==> src/rtl/bce_pkg.sv <==
package bce_pkg;
  typedef enum logic [1:0] {
    ST_IDLE   = 2'd0,
    ST_READ   = 2'd1,
    ST_WRITE  = 2'd2,
    ST_FINISH = 2'd3
  } bce_state_t;
endpackage

==> src/rtl/bce_ptr_reg.sv <==
module bce_ptr_reg #(
  parameter int AW = 24,
  parameter int PW = 32
) (
  input  logic          clk,
  input  logic          rst,
  input  logic          load,
  input  logic [AW-1:0] load_val,
  input  logic          step,
  output logic [PW-1:0] ptr_out
);
  localparam int PAD = PW - AW;

  logic [AW-1:0] ptr_q;

  always_ff @(posedge clk) begin
    if (rst) begin
      ptr_q <= '0;
    end else if (load) begin
      ptr_q <= load_val;
    end else if (step) begin
      ptr_q <= ptr_q + {{(AW-1){1'b0}}, 1'b1};
    end
  end

  assign ptr_out = {{PAD{1'b0}}, ptr_q};


  load_step_excl_chk: assert property (@(posedge clk) disable iff (rst)
    !(load && step));
endmodule

==> src/rtl/bce_count_reg.sv <==
module bce_count_reg #(
  parameter int CW = 16,
  parameter int NW = 8
) (
  input  logic          clk,
  input  logic          rst,
  input  logic          load,
  input  logic          wide,
  input  logic [CW-1:0] load_val,
  input  logic          step,
  output logic [CW-1:0] count,
  output logic          load_zero,
  output logic          last
);
  logic [CW-1:0] eff_val;

  generate
    if (CW > NW) begin : g_mask
      assign eff_val = wide ? load_val : {{(CW-NW){1'b0}}, load_val[NW-1:0]};
    end else begin : g_nomask
      assign eff_val = load_val;
    end
  endgenerate

  always_ff @(posedge clk) begin
    if (rst) begin
      count <= '0;
    end else if (load) begin
      count <= eff_val;
    end else if (step) begin
      count <= count - {{(CW-1){1'b0}}, 1'b1};
    end
  end

  assign load_zero = (eff_val == '0);
  assign last      = (count == {{(CW-1){1'b0}}, 1'b1});


  no_underflow_chk: assert property (@(posedge clk) disable iff (rst)
    step |-> (count != '0));
endmodule

==> src/rtl/bce_fsm.sv <==
module bce_fsm
  import bce_pkg::*;
(
  input  logic       clk,
  input  logic       rst,
  input  logic       start,
  input  logic       load_zero,
  input  logic       last,
  output bce_state_t state,
  output logic       load,
  output logic       step
);
  bce_state_t nxt;

  always_comb begin
    nxt  = state;
    load = 1'b0;
    step = 1'b0;
    case (state)
      ST_IDLE: begin
        if (start) begin
          load = 1'b1;
          nxt  = load_zero ? ST_FINISH : ST_READ;
        end
      end
      ST_READ:  nxt = ST_WRITE;
      ST_WRITE: begin
        step = 1'b1;
        nxt  = last ? ST_FINISH : ST_READ;
      end
      ST_FINISH: nxt = ST_IDLE;
      default:   nxt = ST_IDLE;
    endcase
  end

  always_ff @(posedge clk) begin
    if (rst) state <= ST_IDLE;
    else     state <= nxt;
  end


  finish_to_idle_chk: assert property (@(posedge clk) disable iff (rst)
    (state == ST_FINISH) |=> (state == ST_IDLE));

  load_only_idle_chk: assert property (@(posedge clk) disable iff (rst)
    load |-> (state == ST_IDLE));
endmodule

==> src/rtl/byte_copy_engine.sv <==
module byte_copy_engine
  import bce_pkg::*;
#(
  parameter int AW = 24,
  parameter int PW = 32,
  parameter int CW = 16,
  parameter int NW = 8,
  parameter int DW = 8
) (
  input  logic          clk,
  input  logic          rst,
  input  logic          start,
  input  logic [AW-1:0] src_start,
  input  logic [AW-1:0] dst_start,
  input  logic [CW-1:0] count_in,
  input  logic          wide_mode,
  output logic [AW-1:0] mem_addr,
  output logic          mem_rd,
  output logic          mem_wr,
  input  logic [DW-1:0] mem_rdata,
  output logic [DW-1:0] mem_wdata,
  output logic          busy,
  output logic          done,
  output logic [PW-1:0] src_ptr,
  output logic [PW-1:0] dst_ptr,
  output logic [CW-1:0] count_left
);
  bce_state_t state;
  logic load, step, load_zero, last;

  bce_fsm u_fsm (
    .clk(clk), .rst(rst), .start(start), .load_zero(load_zero),
    .last(last), .state(state), .load(load), .step(step)
  );

  bce_ptr_reg #(.AW(AW), .PW(PW)) u_src (
    .clk(clk), .rst(rst), .load(load), .load_val(src_start),
    .step(step), .ptr_out(src_ptr)
  );

  bce_ptr_reg #(.AW(AW), .PW(PW)) u_dst (
    .clk(clk), .rst(rst), .load(load), .load_val(dst_start),
    .step(step), .ptr_out(dst_ptr)
  );

  bce_count_reg #(.CW(CW), .NW(NW)) u_cnt (
    .clk(clk), .rst(rst), .load(load), .wide(wide_mode),
    .load_val(count_in), .step(step), .count(count_left),
    .load_zero(load_zero), .last(last)
  );

  assign mem_rd    = (state == ST_READ);
  assign mem_wr    = (state == ST_WRITE);
  assign mem_addr  = (state == ST_WRITE) ? dst_ptr[AW-1:0] : src_ptr[AW-1:0];
  assign mem_wdata = mem_rdata;
  assign busy      = (state != ST_IDLE);
  assign done      = (state == ST_FINISH);


  rd_then_wr_chk: assert property (@(posedge clk) disable iff (rst)
    mem_rd |=> mem_wr);

  strobe_excl_chk: assert property (@(posedge clk) disable iff (rst)
    !(mem_rd && mem_wr));

  src_step_chk: assert property (@(posedge clk) disable iff (rst)
    mem_wr |=> (src_ptr[AW-1:0] == AW'($past(src_ptr[AW-1:0]) + 1'b1)));

  dst_step_chk: assert property (@(posedge clk) disable iff (rst)
    mem_wr |=> (dst_ptr[AW-1:0] == AW'($past(dst_ptr[AW-1:0]) + 1'b1)));

  cnt_step_chk: assert property (@(posedge clk) disable iff (rst)
    mem_wr |=> (count_left == CW'($past(count_left) - 1'b1)));

  done_pulse_chk: assert property (@(posedge clk) disable iff (rst)
    done |=> !done);

  idle_quiet_chk: assert property (@(posedge clk) disable iff (rst)
    !busy |-> (!mem_rd && !mem_wr));

  idle_hold_chk: assert property (@(posedge clk) disable iff (rst)
    (!busy && !start) |=> ($stable(src_ptr) && $stable(dst_ptr) && $stable(count_left)));
endmodule

==> config.mk <==
export PLATFORM = sky130hd
export DESIGN_NAME = byte_copy_engine
export DESIGN_NICKNAME = d
export VERILOG_FILES = /design/src/rtl/bce_pkg.sv /design/src/rtl/bce_ptr_reg.sv /design/src/rtl/bce_count_reg.sv /design/src/rtl/bce_fsm.sv /design/src/rtl/byte_copy_engine.sv
export SDC_FILE = /design/constraint.sdc
export NUM_CORES = 1
export LEC_CHECK = 0
export BUFFER_PORTS_ARGS = -buffer_cell sky130_fd_sc_hd__buf_2
export CAP_MARGIN = 15
export CORE_UTILIZATION = 48
export CTS_CLUSTER_SIZE = 8
export DETAILED_ROUTE_END_ITERATION = 8
export PLACE_DENSITY = 0.78
export SLEW_MARGIN = 15
export SYNTH_ARGS = -nofsm -noshare
export SYNTH_HDL_FRONTEND = slang
export SYNTH_HIERARCHICAL = 1
export SYNTH_SLANG_ARGS = --single-unit
==> constraint.sdc <==
create_clock -name clk -period 3.15 [get_ports clk]
set_clock_uncertainty 0.2 [all_clocks]
set_input_delay 0 -clock clk [delete_from_list [all_inputs] [get_ports clk]]
set_output_delay 0 -clock clk [all_outputs]
set_load 0.02 [all_outputs]
* After elaboration in Yosys (flattened, before gate mapping)
Cells that the tools add are included.
Word-level totals: register bits after elaboration 66, input port bits 76, output and inout bits 116, logic and storage cells 31
Operators by class: add/sub/neg operators 3, equal/unequal tests 5, mux-type cells 15, reductions and logical operators 4
Operators by type and width (number):
- $mux 24 | 5
- $add 24x1->24 const B | 2
- $mux 16 | 3
- $eq 16x1->1 const B | 1
- $logic_not 16->1 | 1
- $sub 16x1->16 const B | 1
- $pmux 2 s4 | 1
- $mux 2 | 3
- $eq 2x2->1 const B | 2
- $reduce_bool 2->1 | 2
- $mux 1 | 3
- $eq 2x1->1 const B | 1
- $logic_not 2->1 | 1
- $ne 2x2->1 const B | 1

* Depth between registers and ports, before layout
depth in word-level cells 5, gate-level depth with buffers 6, gate-level depth less buffers 6

* Hierarchy
The synthesis kept the hierarchy.
Modules (own cells, without submodules):
- bce_ptr_reg | instances 2, cells each 177, area each 1413.9 sq um, sequential area each 480.5 sq um
- bce_count_reg | instances 1, cells each 110, area each 945.9 sq um, sequential area each 320.3 sq um
- byte_copy_engine | instances 1, cells each 39, area each 485.5 sq um, sequential area each 0.0 sq um
- bce_fsm | instances 1, cells each 9, area each 93.8 sq um, sequential area each 40.0 sq um

* Worst setup path before layout
OpenSTA, ideal clock, no wires.
path kind flip-flop to flip-flop, start register u_fsm.state[1], end register u_cnt.count[15], library setup time 91 ps, data arrival time 2328 ps, data required time 2859 ps, setup slack 531 ps, stages on the path, launching flop included 6, path buffers 1, clock period less this slack 2619 ps, cell sequence dfxtp_1 and2b_2 or4b_1 dlygate4sd3_1 or4_1 a311oi_1
On the way: longest elaborated chain between the ends 3, elaborated cells between the ends (all ways) 6, classes of those cells eq/ne (1); mux (3); reduce/logical (2)
Ends and longest elaborated chain:
- start, declared | RTL line bce_fsm.sv:9 | output bce_state_t state,
- start signal, assigned | RTL line bce_fsm.sv:38 | else state <= nxt;
- $eq 2x2->1 | RTL line bce_fsm.sv:19 | case (state)
- $mux 1 | RTL line bce_fsm.sv:19
- named net step | RTL line byte_copy_engine.sv:29 | logic load, step, load_zero, last;
- $reduce_bool 2->1 (no source line)
- end signal, assigned | RTL line bce_count_reg.sv:29 | count <= eff_val;
- end signal, assigned | RTL line bce_count_reg.sv:31 | count <= count - {{(CW-1){1'b0}}, 1'b1};
- end, declared | RTL line bce_count_reg.sv:11 | output logic [CW-1:0] count,
The timed path passes the listed nets, and every way through them passes these cells. A chain may end at the register's enable or synchronous reset.

* Worst setup path in the final report
start register u_fsm.state[0], end register u_cnt.count[9]
The elaborated chain is that of the path after synthesis.

==> results_dict.tcl <==
set metrics [dict create \
    status "completed" \
    max-cap-violations 0 \
    cp_slowest_stage_delay_ns 0.55 \
    hp-start "rst" \
    setup_tns_ns 0 \
    utilization_pct 70.5 \
    grt_pass1_vias 4720 \
    path_max_fanout 9 \
    layout_commonest_cell "buf_2" \
    boundaryPins 192 \
    path_cells "and2b_4 > buf_4 > or4b_1 > nor4_1 > xor2_1 > a22o_1 > dlygate4sd3_1" \
    dr.pass1.iters 5 \
    fin_crit_ns 2.88 \
    gp_congestion 0.935 \
    period_share_pct 91.5 \
    synth.distinct_cells 57 \
    die_height_um 97.2 \
    arrival_ns 2.92 \
    rr_endpoint "u_cnt/count[9]" \
    synth_flop_cell "dfxtp_1" \
    slowest_stage "or4b_1" \
    yosysWarnings 6 \
    worst-endpoint-required_ns 3.19 \
    layout_common_cells "buf_2, dlygate4sd3_1, dfxtp_1" \
    synth_seq_cells 66 \
    core-area_sq_mm 0.00876 \
    cts_max_level 3 \
    cts_tree "done" \
    cts.clk_slew.worst_paths_ns 0.08 \
    power_density_mw_per_mm2 406 \
    synth-edff-count 0 \
    routed_wl_um 15000 \
    leakage_nw 2.66 \
    fp.dieArea_sq_mm 0.00945 \
    grt_max_degree 37 \
    rsz0062_at_grt "false" \
    setup_viol 0 \
    synthCells 512 \
    drt_iter0_drc 312 \
    end_kind "register" \
    min_to "u_src/ptr_q[18]" \
    r2r_cells 7 \
    critPathLaunchType "register" \
    syn_area_sq_mm 0.00435 \
    seq_area_frac_synth_pct 30.4 \
    ant_nets 0 \
    criticalPathCategory "reg2reg" \
    fmax_ghz 0.347 \
    antenna_found_initial 0 \
    viasPerCell 5.83 \
    clockBufferDepth 2 \
    placementRows 34 \
    vias 5011 \
    crit_start "u_fsm/state[0]" \
    ys_async_sr_fraction_pct 0 \
    grt_overflow 0 \
    critPathTopFamily "simple AND/OR/NAND/NOR gates" \
    finalHoldViolations 0 \
    grt_usage_pct 30.5 \
    layout.nets 827 \
    die-width_um 97.2 \
    holdPathStages 2 \
    cp_num_buf_inv 2 \
    cts_root_buf "clkbuf_8" \
    tightest_slew_ns 1.03 \
    timing.final.max_slew_violations 0 \
    grt_pass1_wl_um 23200 \
    worst-path-stages 7 \
    synth.avg_cell_area_sq_um 8.50 \
    dp.final_hpwl_um 9650 \
    wl_per_cell_um 17.5 \
    min_path_type "in2reg" \
    regToRegSetupSlack_ns 0.27 \
    cts.sinks 66 \
    irDropWorstVdd_uv 256 \
    antenna_cells 0 \
    port_buffers 159 \
    r2r_start "u_fsm/state[0]" \
    clock_latency_ns 0.35 \
    area_delta_synth_final_pct 41.9 \
    fin_hold_ws_ns 0.0372 \
    start_util_pct 49.7 \
    relSlewSlack_pct 31.1 \
    cts_buffers 9 \
    drive_above_1_share_pct 30.7 \
    drcViolationCount 0 \
]
-- repair_timing --
action,in CTS,in global routing
setup buffers,0,4
hold buffers,87,0
endpoints found under the hold margin,74,0
endpoints found under the setup margin,0,4
resized for setup,0,2
-- through the flow --
stage,power [mW],instances,worst slack [ns],area (sq um)
6_report,2.51,860,0.267,6180
5_1_grt,2.62,860,0.110,6180
4_1_cts,2.49,856,0.0287,6130
3_5_place_dp,1.66,753,0.375,5060
3_3_place_gp,1.65,753,0.544,5060
2_1_floorplan,1.47,526,0.531,4410
-- cells in the mapped netlist (all sizes together) (4+ instances only) --
| library cell | count | area (sq um) |
|---|---|---|
| a2111oi | 12 | 105 |
| a211oi | 28 | 210 |
| a21oi | 19 | 95.1 |
| a22o | 4 | 35.0 |
| a311oi | 11 | 96.3 |
| and4 | 12 | 105 |
| buf | 30 | 258 |
| clkbuf | 19 | 91.3 |
| dfxtp | 66 | 1320 |
| ha | 4 | 50.1 |
| inv | 23 | 86.3 |
| mux2 | 24 | 342 |
| nand2 | 35 | 131 |
| nand3 | 21 | 125 |
| nand4 | 12 | 75.1 |
| nor2 | 56 | 210 |
| nor3 | 22 | 110 |
| nor4 | 18 | 113 |
| nor4b | 4 | 35.0 |
| o21ai | 7 | 35.0 |
| o31ai | 5 | 42.5 |
| or3 | 8 | 51.3 |
| or4 | 9 | 83.8 |
| xnor2 | 21 | 184 |
| xor2 | 11 | 96.3 |
-- worst max path at each step --
stage / to / slack (ns)
after global routing: u_src/ptr_q[16] / 0.11
after global placement: u_dst/ptr_q[17] / 0.54
after floorplan: u_cnt/count[15] / 0.53
final: u_cnt/count[9] / 0.27
after detailed placement: u_src/ptr_q[16] / 0.38
after CTS: u_cnt/count[9] / 0.03
-- routing by layer --
layer	track usage, %	wire length (um)
met5	0	0
met4	13.2	354
met3	6.04	1190
met2	53.6	7420
met1	35.9	6060
-- cells by family after synthesis --
| kind of cell | count (synthesis) | synth area share (%) |
|---|---|---|
| multiplexers | 26 | 8.31 |
| AO/OA/AOI/OAI | 99 | 17.0 |
| adder cells (fa/ha/maj) | 4 | 1.15 |
| buffers and inverters | 73 | 10.2 |
| other | 2 | 0.173 |
| XOR/XNOR | 32 | 6.44 |
| flip-flops | 66 | 30.4 |
| AND/OR/NAND/NOR | 210 | 26.4 |
-- power breakdown --
group / total, mW / switching (mW) / internal, mW / leakage (nW)
clock network: 0.742 / 0.355 / 0.387 / 0.0945
registers: 1.04 / 0.135 / 0.906 / 0.546
logic: 0.728 / 0.404 / 0.325 / 2.02
-- area by class of cell --
class | instances | area [sq um]
Multi-Input combinational cell | 387 | 2650
Fill cell | 679 | 2590
Timing Repair Buffer | 260 | 1780
Sequential cell | 66 | 1320
Clock buffer | 10 | 138
Tap cell | 108 | 135
Inverter | 23 | 86.3
Clock inverter | 6 | 66.3
-- worst register-to-register path, stage by stage (launching register included) --
cell	delay (ns)
dfxtp_1	0.40
and2b_4	0.31
buf_4	0.15
or4b_1	0.55
nor4_1	0.28
xor2_1	0.11
a22o_1	0.21
dlygate4sd3_1	0.55
-- state kept, by name, indices dropped and copies added (netlist names) --
register	flops
u_fsm/state	2
u_dst/ptr_q	24
u_cnt/count	16
u_src/ptr_q	24
Power figures use the tool's default switching activity.
